--- config.mk ---
export PLATFORM = sky130hd
export DESIGN_NAME = nib_alu_top
export DESIGN_NICKNAME = d
export VERILOG_FILES = /design/src/rtl/nib_alu_pkg.sv /design/src/rtl/nib_alu_bin.sv /design/src/rtl/nib_alu_byte.sv /design/src/rtl/nib_alu_dec.sv /design/src/rtl/nib_alu_top.sv
export SDC_FILE = /design/constraint.sdc
export NUM_CORES = 1
export LEC_CHECK = 0
export BUFFER_PORTS_ARGS = -buffer_cell sky130_fd_sc_hd__buf_2
export CAP_MARGIN = 20
export CORE_UTILIZATION = 55
export CTS_CLUSTER_SIZE = 28
export DETAILED_ROUTE_END_ITERATION = 8
export PLACE_DENSITY = 0.81
export SLEW_MARGIN = 20
export SYNTH_ARGS = -nofsm -noshare
export SYNTH_HDL_FRONTEND = slang
export SYNTH_SLANG_ARGS = --single-unit
--- constraint.sdc ---
create_clock -name clk -period 2.73 [get_ports clk]
set_input_delay 0.1365 -clock clk [delete_from_list [all_inputs] [get_ports clk]]
set_output_delay 0.1365 -clock clk [all_outputs]
set_load 0.01 [all_outputs]
--- src/rtl/nib_alu_pkg.sv ---
package nib_alu_pkg;

    localparam int NIB_W  = 4;
    localparam int BYTE_W = 2 * NIB_W;
    localparam int OP_W   = 6;
    localparam int FLAG_B = NIB_W;            // bit of the result the carry latch samples
    localparam int PAD_W  = BYTE_W - NIB_W - 1;
    localparam logic [NIB_W-1:0] BCD_MAX = NIB_W'(9);
    localparam logic [NIB_W-1:0] BCD_ADJ = NIB_W'(6);

    typedef enum logic [OP_W-1:0] {
        OP_PASS   = 6'h00,
        OP_SWAP   = 6'h01,
        OP_SWAPWB = 6'h02,
        OP_ADD    = 6'h03,
        OP_ADC    = 6'h04,
        OP_SUB    = 6'h05,
        OP_SBC    = 6'h06,
        OP_AND    = 6'h07,
        OP_OR     = 6'h08,
        OP_XOR    = 6'h09,
        OP_ROL    = 6'h0A,
        OP_ROR    = 6'h0B,
        OP_INC8   = 6'h0C,
        OP_DEC8   = 6'h0D,
        OP_INC44  = 6'h0E,
        OP_DEC44  = 6'h0F,
        OP_DADD   = 6'h10,
        OP_DADC   = 6'h11,
        OP_DSUB   = 6'h12,
        OP_DSBC   = 6'h13,
        OP_DINC8  = 6'h14,
        OP_DDEC8  = 6'h15,
        OP_CMPEQ  = 6'h16,
        OP_CMPGT  = 6'h17,
        OP_CMPGE  = 6'h18
    } alu_op_e;

    typedef struct packed {
        logic [NIB_W-1:0] hi;
        logic [NIB_W-1:0] lo;
    } nib_pair_t;

    typedef struct packed {
        logic             flag;
        logic [NIB_W-1:0] digit;
    } digit_res_t;

    typedef struct packed {
        logic              hit;
        logic [BYTE_W-1:0] value;
    } unit_out_t;

    // Place a digit and a flag into the low half of a byte, upper bits zero.
    function automatic logic [BYTE_W-1:0] pack_flag(input digit_res_t r);
        return {{PAD_W{1'b0}}, r.flag, r.digit};
    endfunction

    // One BCD digit add with decimal correction.
    function automatic digit_res_t bcd_add(input logic [NIB_W-1:0] a,
                                           input logic [NIB_W-1:0] b,
                                           input logic             ci);
        logic [NIB_W:0] raw;
        logic [NIB_W:0] fixed;
        digit_res_t     r;
        raw   = {1'b0, a} + {1'b0, b} + {{NIB_W{1'b0}}, ci};
        fixed = raw + {1'b0, BCD_ADJ};
        if (raw > {1'b0, BCD_MAX}) begin
            r.flag  = 1'b1;
            r.digit = fixed[NIB_W-1:0];
        end else begin
            r.flag  = 1'b0;
            r.digit = raw[NIB_W-1:0];
        end
        return r;
    endfunction

    // One BCD digit subtract with decimal correction on borrow.
    function automatic digit_res_t bcd_sub(input logic [NIB_W-1:0] a,
                                           input logic [NIB_W-1:0] b,
                                           input logic             bi);
        logic [NIB_W:0] raw;
        digit_res_t     r;
        raw = {1'b0, a} - {1'b0, b} - {{NIB_W{1'b0}}, bi};
        r.flag = raw[NIB_W];
        if (raw[NIB_W]) r.digit = raw[NIB_W-1:0] - BCD_ADJ;
        else            r.digit = raw[NIB_W-1:0];
        return r;
    endfunction

endpackage

--- src/rtl/nib_alu_bin.sv ---
// Binary nibble arithmetic, logic and compares.
module nib_alu_bin
    import nib_alu_pkg::*;
(
    input  alu_op_e   op,
    input  nib_pair_t opnd,
    input  logic      cin,
    output unit_out_t res
);
    logic           use_cin;
    logic [NIB_W:0] sum_w;
    logic [NIB_W:0] dif_w;
    logic [NIB_W:0] cmp_w;
    logic           cmp_zero;
    logic           cmp_borrow;
    digit_res_t     sum_r;
    digit_res_t     dif_r;
    digit_res_t     cmp_r;

    assign use_cin = (op == OP_ADC) || (op == OP_SBC);

    assign sum_w = {1'b0, opnd.lo} + {1'b0, opnd.hi} + {{NIB_W{1'b0}}, use_cin & cin};
    assign dif_w = {1'b0, opnd.lo} - {1'b0, opnd.hi} - {{NIB_W{1'b0}}, use_cin & cin};
    assign cmp_w = {1'b0, opnd.lo} - {1'b0, opnd.hi};

    assign cmp_zero   = (cmp_w[NIB_W-1:0] == '0);
    assign cmp_borrow = cmp_w[NIB_W];

    assign sum_r = '{flag: sum_w[NIB_W], digit: sum_w[NIB_W-1:0]};
    assign dif_r = '{flag: dif_w[NIB_W], digit: dif_w[NIB_W-1:0]};

    always_comb begin
        cmp_r.digit = '0;
        case (op)
            OP_CMPEQ: cmp_r.flag = cmp_zero;
            OP_CMPGT: cmp_r.flag = !cmp_borrow && !cmp_zero;
            default:  cmp_r.flag = !cmp_borrow;
        endcase
    end

    always_comb begin
        res.hit   = 1'b1;
        res.value = '0;
        case (op)
            OP_ADD, OP_ADC: res.value = pack_flag(sum_r);
            OP_SUB, OP_SBC: res.value = pack_flag(dif_r);
            OP_AND:         res.value = {{NIB_W{1'b0}}, opnd.lo & opnd.hi};
            OP_OR:          res.value = {{NIB_W{1'b0}}, opnd.lo | opnd.hi};
            OP_XOR:         res.value = {{NIB_W{1'b0}}, opnd.lo ^ opnd.hi};
            OP_CMPEQ, OP_CMPGT, OP_CMPGE: res.value = pack_flag(cmp_r);
            default:        res.hit = 1'b0;
        endcase
    end
endmodule

--- src/rtl/nib_alu_byte.sv ---
// Byte-wide moves, rotates and increment/decrement in byte or nibble form.
module nib_alu_byte
    import nib_alu_pkg::*;
(
    input  alu_op_e   op,
    input  nib_pair_t opnd,
    output unit_out_t res
);
    localparam int NUM_NIB = BYTE_W / NIB_W;

    logic [BYTE_W-1:0] whole;
    logic [BYTE_W-1:0] swapped;
    logic [BYTE_W-1:0] nib_up;
    logic [BYTE_W-1:0] nib_dn;

    assign whole   = {opnd.hi, opnd.lo};
    assign swapped = {opnd.lo, opnd.hi};

    // Each nibble steps on its own; no carry crosses a nibble boundary.
    for (genvar g = 0; g < NUM_NIB; g++) begin : g_nib
        logic [NIB_W-1:0] cur;
        assign cur = whole[g*NIB_W +: NIB_W];
        assign nib_up[g*NIB_W +: NIB_W] = cur + NIB_W'(1);
        assign nib_dn[g*NIB_W +: NIB_W] = cur - NIB_W'(1);
    end

    always_comb begin
        res.hit   = 1'b1;
        res.value = '0;
        case (op)
            OP_PASS:           res.value = whole;
            OP_SWAP,
            OP_SWAPWB:         res.value = swapped;
            OP_ROL:            res.value = {whole[BYTE_W-2:0], whole[BYTE_W-1]};
            OP_ROR:            res.value = {whole[0], whole[BYTE_W-1:1]};
            OP_INC8:           res.value = whole + BYTE_W'(1);
            OP_DEC8:           res.value = whole - BYTE_W'(1);
            OP_INC44:          res.value = nib_up;
            OP_DEC44:          res.value = nib_dn;
            default:           res.hit   = 1'b0;
        endcase
    end
endmodule

--- src/rtl/nib_alu_dec.sv ---
// Decimal (BCD) digit arithmetic and two-digit step.
module nib_alu_dec
    import nib_alu_pkg::*;
(
    input  alu_op_e   op,
    input  nib_pair_t opnd,
    input  logic      cin,
    output unit_out_t res
);
    logic       use_cin;
    digit_res_t add_r;
    digit_res_t sub_r;
    digit_res_t up_lo;
    digit_res_t up_hi;
    digit_res_t dn_lo;
    digit_res_t dn_hi;

    assign use_cin = (op == OP_DADC) || (op == OP_DSBC);

    assign add_r = bcd_add(opnd.lo, opnd.hi, use_cin & cin);
    assign sub_r = bcd_sub(opnd.lo, opnd.hi, use_cin & cin);

    // Ripple through the two digits; final carry/borrow wraps away.
    assign up_lo = bcd_add(opnd.lo, '0, 1'b1);
    assign up_hi = bcd_add(opnd.hi, '0, up_lo.flag);
    assign dn_lo = bcd_sub(opnd.lo, '0, 1'b1);
    assign dn_hi = bcd_sub(opnd.hi, '0, dn_lo.flag);

    always_comb begin
        res.hit   = 1'b1;
        res.value = '0;
        case (op)
            OP_DADD, OP_DADC: res.value = pack_flag(add_r);
            OP_DSUB, OP_DSBC: res.value = pack_flag(sub_r);
            OP_DINC8:         res.value = {up_hi.digit, up_lo.digit};
            OP_DDEC8:         res.value = {dn_hi.digit, dn_lo.digit};
            default:          res.hit   = 1'b0;
        endcase
    end
endmodule

--- src/rtl/nib_alu_top.sv ---
module nib_alu_top
    import nib_alu_pkg::*;
(
    input  logic              clk,
    input  logic              rst,
    input  logic [OP_W-1:0]   alu_op,
    input  logic [NIB_W-1:0]  opnd_lo,
    input  logic [NIB_W-1:0]  opnd_hi,
    input  logic              alu_load,
    input  logic              flag_load,
    output logic [BYTE_W-1:0] alu_latch,
    output logic              carry_flag,
    output logic              wb_en,
    output logic [BYTE_W-1:0] wb_data
);
    alu_op_e           op;
    nib_pair_t         pair;
    unit_out_t         bin_o;
    unit_out_t         byte_o;
    unit_out_t         dec_o;
    logic [BYTE_W-1:0] next_val;

    assign op   = alu_op_e'(alu_op);
    assign pair = '{hi: opnd_hi, lo: opnd_lo};

    nib_alu_bin  u_bin  (.op(op), .opnd(pair), .cin(carry_flag), .res(bin_o));
    nib_alu_byte u_byte (.op(op), .opnd(pair), .res(byte_o));
    nib_alu_dec  u_dec  (.op(op), .opnd(pair), .cin(carry_flag), .res(dec_o));

    always_comb begin
        if (bin_o.hit)       next_val = bin_o.value;
        else if (byte_o.hit) next_val = byte_o.value;
        else if (dec_o.hit)  next_val = dec_o.value;
        else                 next_val = '0;
    end

    always_ff @(posedge clk) begin
        if (rst) begin
            alu_latch  <= '0;
            carry_flag <= 1'b0;
        end else begin
            if (alu_load)  alu_latch  <= next_val;
            if (flag_load) carry_flag <= alu_latch[FLAG_B];
        end
    end

    assign wb_en   = alu_load && (op == OP_SWAPWB);
    assign wb_data = byte_o.value;
endmodule

==> out/metrics.cfg <==
[floorplan]
dieArea_um2 = 5980
std_cell_rows = 27
die_y_um = 77.3
core_area_um2 = 5470
io_pins = 36
chipWidth_um = 77.3
initial_core_util_pct = 57.0

[clock_tree]
cts_buffers = 3
insertion_delay_ns = 0.24
hold_buffers = 0
clockRootBuffer = clkbuf_8
cts_sinks = 9
clk_pin_slew_ns = 0.06
cts_tree = done
clk_path_buf_depth = 2
cts-htree-levels = 1

[global_routing]
globalRouteTotalUtil_pct = 34.9
antenna_found_initial = 0
grt_pass1_vias = 3464
grt_first_pass_wirelength_um = 16700
grt-ovfl-total = 0
grt_max_degree = 16

[layout]
final_common_cell = buf_4
n_antenna_cell = 0
layout_common_cells = buf_4, ha_1, nand2_1
layout-drive-gt1-share_pct = 25.3
stdcell_area_um2 = 3910
nNetsFinal = 573
syn2layout_area_growth_pct = 25.2

[drt]
ant_nets = 0
drt_iter0_markers = 390
met1Wirelength_um = 4500
dr_wl_met3_um = 1010
drcViolationCount = 0
drt_first_pass_iters = 6
wl_met2_um = 4880
wirelength_um = 10700
vias_per_cell = 6.49
num_vias = 3754
top_layer = met4
avgRoutedWirePerCell_um = 18.5

[critical_path]
cp.buffers_inverters = 3
cp.arrival_ns = 2.45
path_class = in2out
cp_top_family = compound AO/OA/AOI/OAI gates
cp-end-kind = output pin
cpMaxStageDelayCell = ha_1
crit_chain = buf_2, nor2_2, nand3_1, nor2b_2, buf_4, ha_1, o21a_1, o21a_1, o22ai_1, xnor3_1, o221ai_2, buf_2
required_ns = 2.59
cp-start-kind = primary input
crit_path_max_incr_delay_ns = 0.29
cp_max_fo = 7

[placed_design]
gp_congestion = 1.07
port_buffers = 35
hpwl_um = 8410
place_area_um2 = 3770

[sta]
drv_slew = 0
tns_ns = 0
relSlewSlack_pct = 61.3
hold_slack_ns = 0.159
setup_viol = 0
skew_ns = 0.0111
fin_crit_ns = 2.59
final_hold_viol_count = 0
fmax_ghz = 0.386
tightest_slew_ns = 0.576
timing.final.crit_share_pct = 94.9

[pwr]
power_leakage_nw = 1.81
vdd_drop_max_uv = 168
powerDensity_nw_per_um2 = 247
power_w = 0.000965

[yosys]
ys_seq_elements = 9
ys.flop_type = dfxtp_1
async_flop_share_pct = 0
ys_types = 66
ys_seq_area_share_pct = 5.78
syn_inst = 424
synth_nets = 490
synth_edf_count = 0
synth_area_um2 = 3120
synth_area_per_cell_um2 = 7.36
yosysWarnings = 0

[flow_run]
max-cap-violations = 0

[hold_path]
hp-class = in2reg

[run_status]
status = completed

## power by group
part	leakage, nW	total (W)	internal [W]	switching [W]
Sequential	0.0731	0.000142	0.000138	0.00000454
Clock	0.0228	0.000166	0.000103	0.0000633
Combinational	1.71	0.000657	0.000297	0.000359
Total	1.80	0.000965	0.000538	0.000427
## what timing repair did
| action | 4_1_cts | 5_1_grt |
|---|---|---|
| buffers inserted | 0 | 1 |
| resized for setup | 0 | 17 |
| endpoints found under the setup margin | 0 | 10 |
## logic make-up (layout without fill, tap and decap cells)
kind of cell	count (synthesis)	after routing	share of synthesized area [%]
adder cells (fa/ha/maj)	48	48	20.5
AND/OR/NAND/NOR	151	151	25.3
buffers and inverters	48	130	6.98
AO/OA/AOI/OAI	125	125	28.4
multiplexers	10	10	3.21
flip-flops	9	9	5.78
XOR/XNOR	33	33	9.95
## cells in the mapped netlist (9+ instances only)
cell | n | area, µm²
buf_2 | 9 | 45.0
dfxtp_1 | 9 | 180
o21ai_0 | 20 | 100
nor2_1 | 36 | 135
nand3_1 | 13 | 65.1
nor3_1 | 9 | 45.0
o22ai_1 | 9 | 56.3
inv_1 | 25 | 93.8
ha_1 | 43 | 538
a21oi_1 | 21 | 105
xnor2_1 | 23 | 201
and2_1 | 10 | 62.6
nand2_1 | 39 | 146
mux2i_1 | 10 | 100
clkbuf_1 | 9 | 33.8
## metrics by stage
stage / setup WS, ns / utilization, % / instances
2_1_floorplan: -0.00557 / - / 424
3_3_place_gp: -0.118 / 68.8 / 573
3_5_place_dp: -0.134 / 68.8 / 573
4_1_cts: 0.0539 / 69.7 / 577
5_1_grt: -0.00351 / 71.4 / 578
6_report: 0.139 / 71.4 / 578
## worst paths after layout
check	cells after the start	to	slack (ns)	start
min	3	carry_flag$_SDFFE_PP0P_	0.16	flag_load
max reg2reg	13	alu_latch[2]$_SDFFE_PP0P_	0.18	carry_flag$_SDFFE_PP0P_
max	12	wb_data[7]	0.14	alu_op[5]
min reg2reg	2	alu_latch[0]$_SDFFE_PP0P_	0.46	alu_latch[0]$_SDFFE_PP0P_
## metal layers
layer / vias to the layer above / global-route usage, %
li1: 1722 / -
met1: 1743 / 46.8
met2: 249 / 55.5
met3: 40 / 6.90
met4: 0 / 11.5
met5: - / 0
## final cells by class
type	instances	area, µm²
clock buffers	4	45.0
fillers	451	1570
inverters	25	96.3
multi-input cells	367	2810
flip-flops and latches	9	180
well taps	72	90.1
repair buffers	101	683
## registers in the layout, indices dropped and copies added, names as in the netlist
register	count
alu_latch	8
carry_flag	1
## worst register-to-register path, stage by stage, from the launching register on
cell and delay [ns]:
dfxtp_1 0.35, nand2_1 0.06, nor3_1 0.19, buf_4 0.15
ha_1 0.21, ha_2 0.24, xnor2_2 0.15, ha_1 0.19
nand2_1 0.06, a32o_1 0.23, o22ai_2 0.18, mux2i_1 0.23
nand2_1 0.08, a31oi_1 0.16
(Power assumes the default switching activity.)
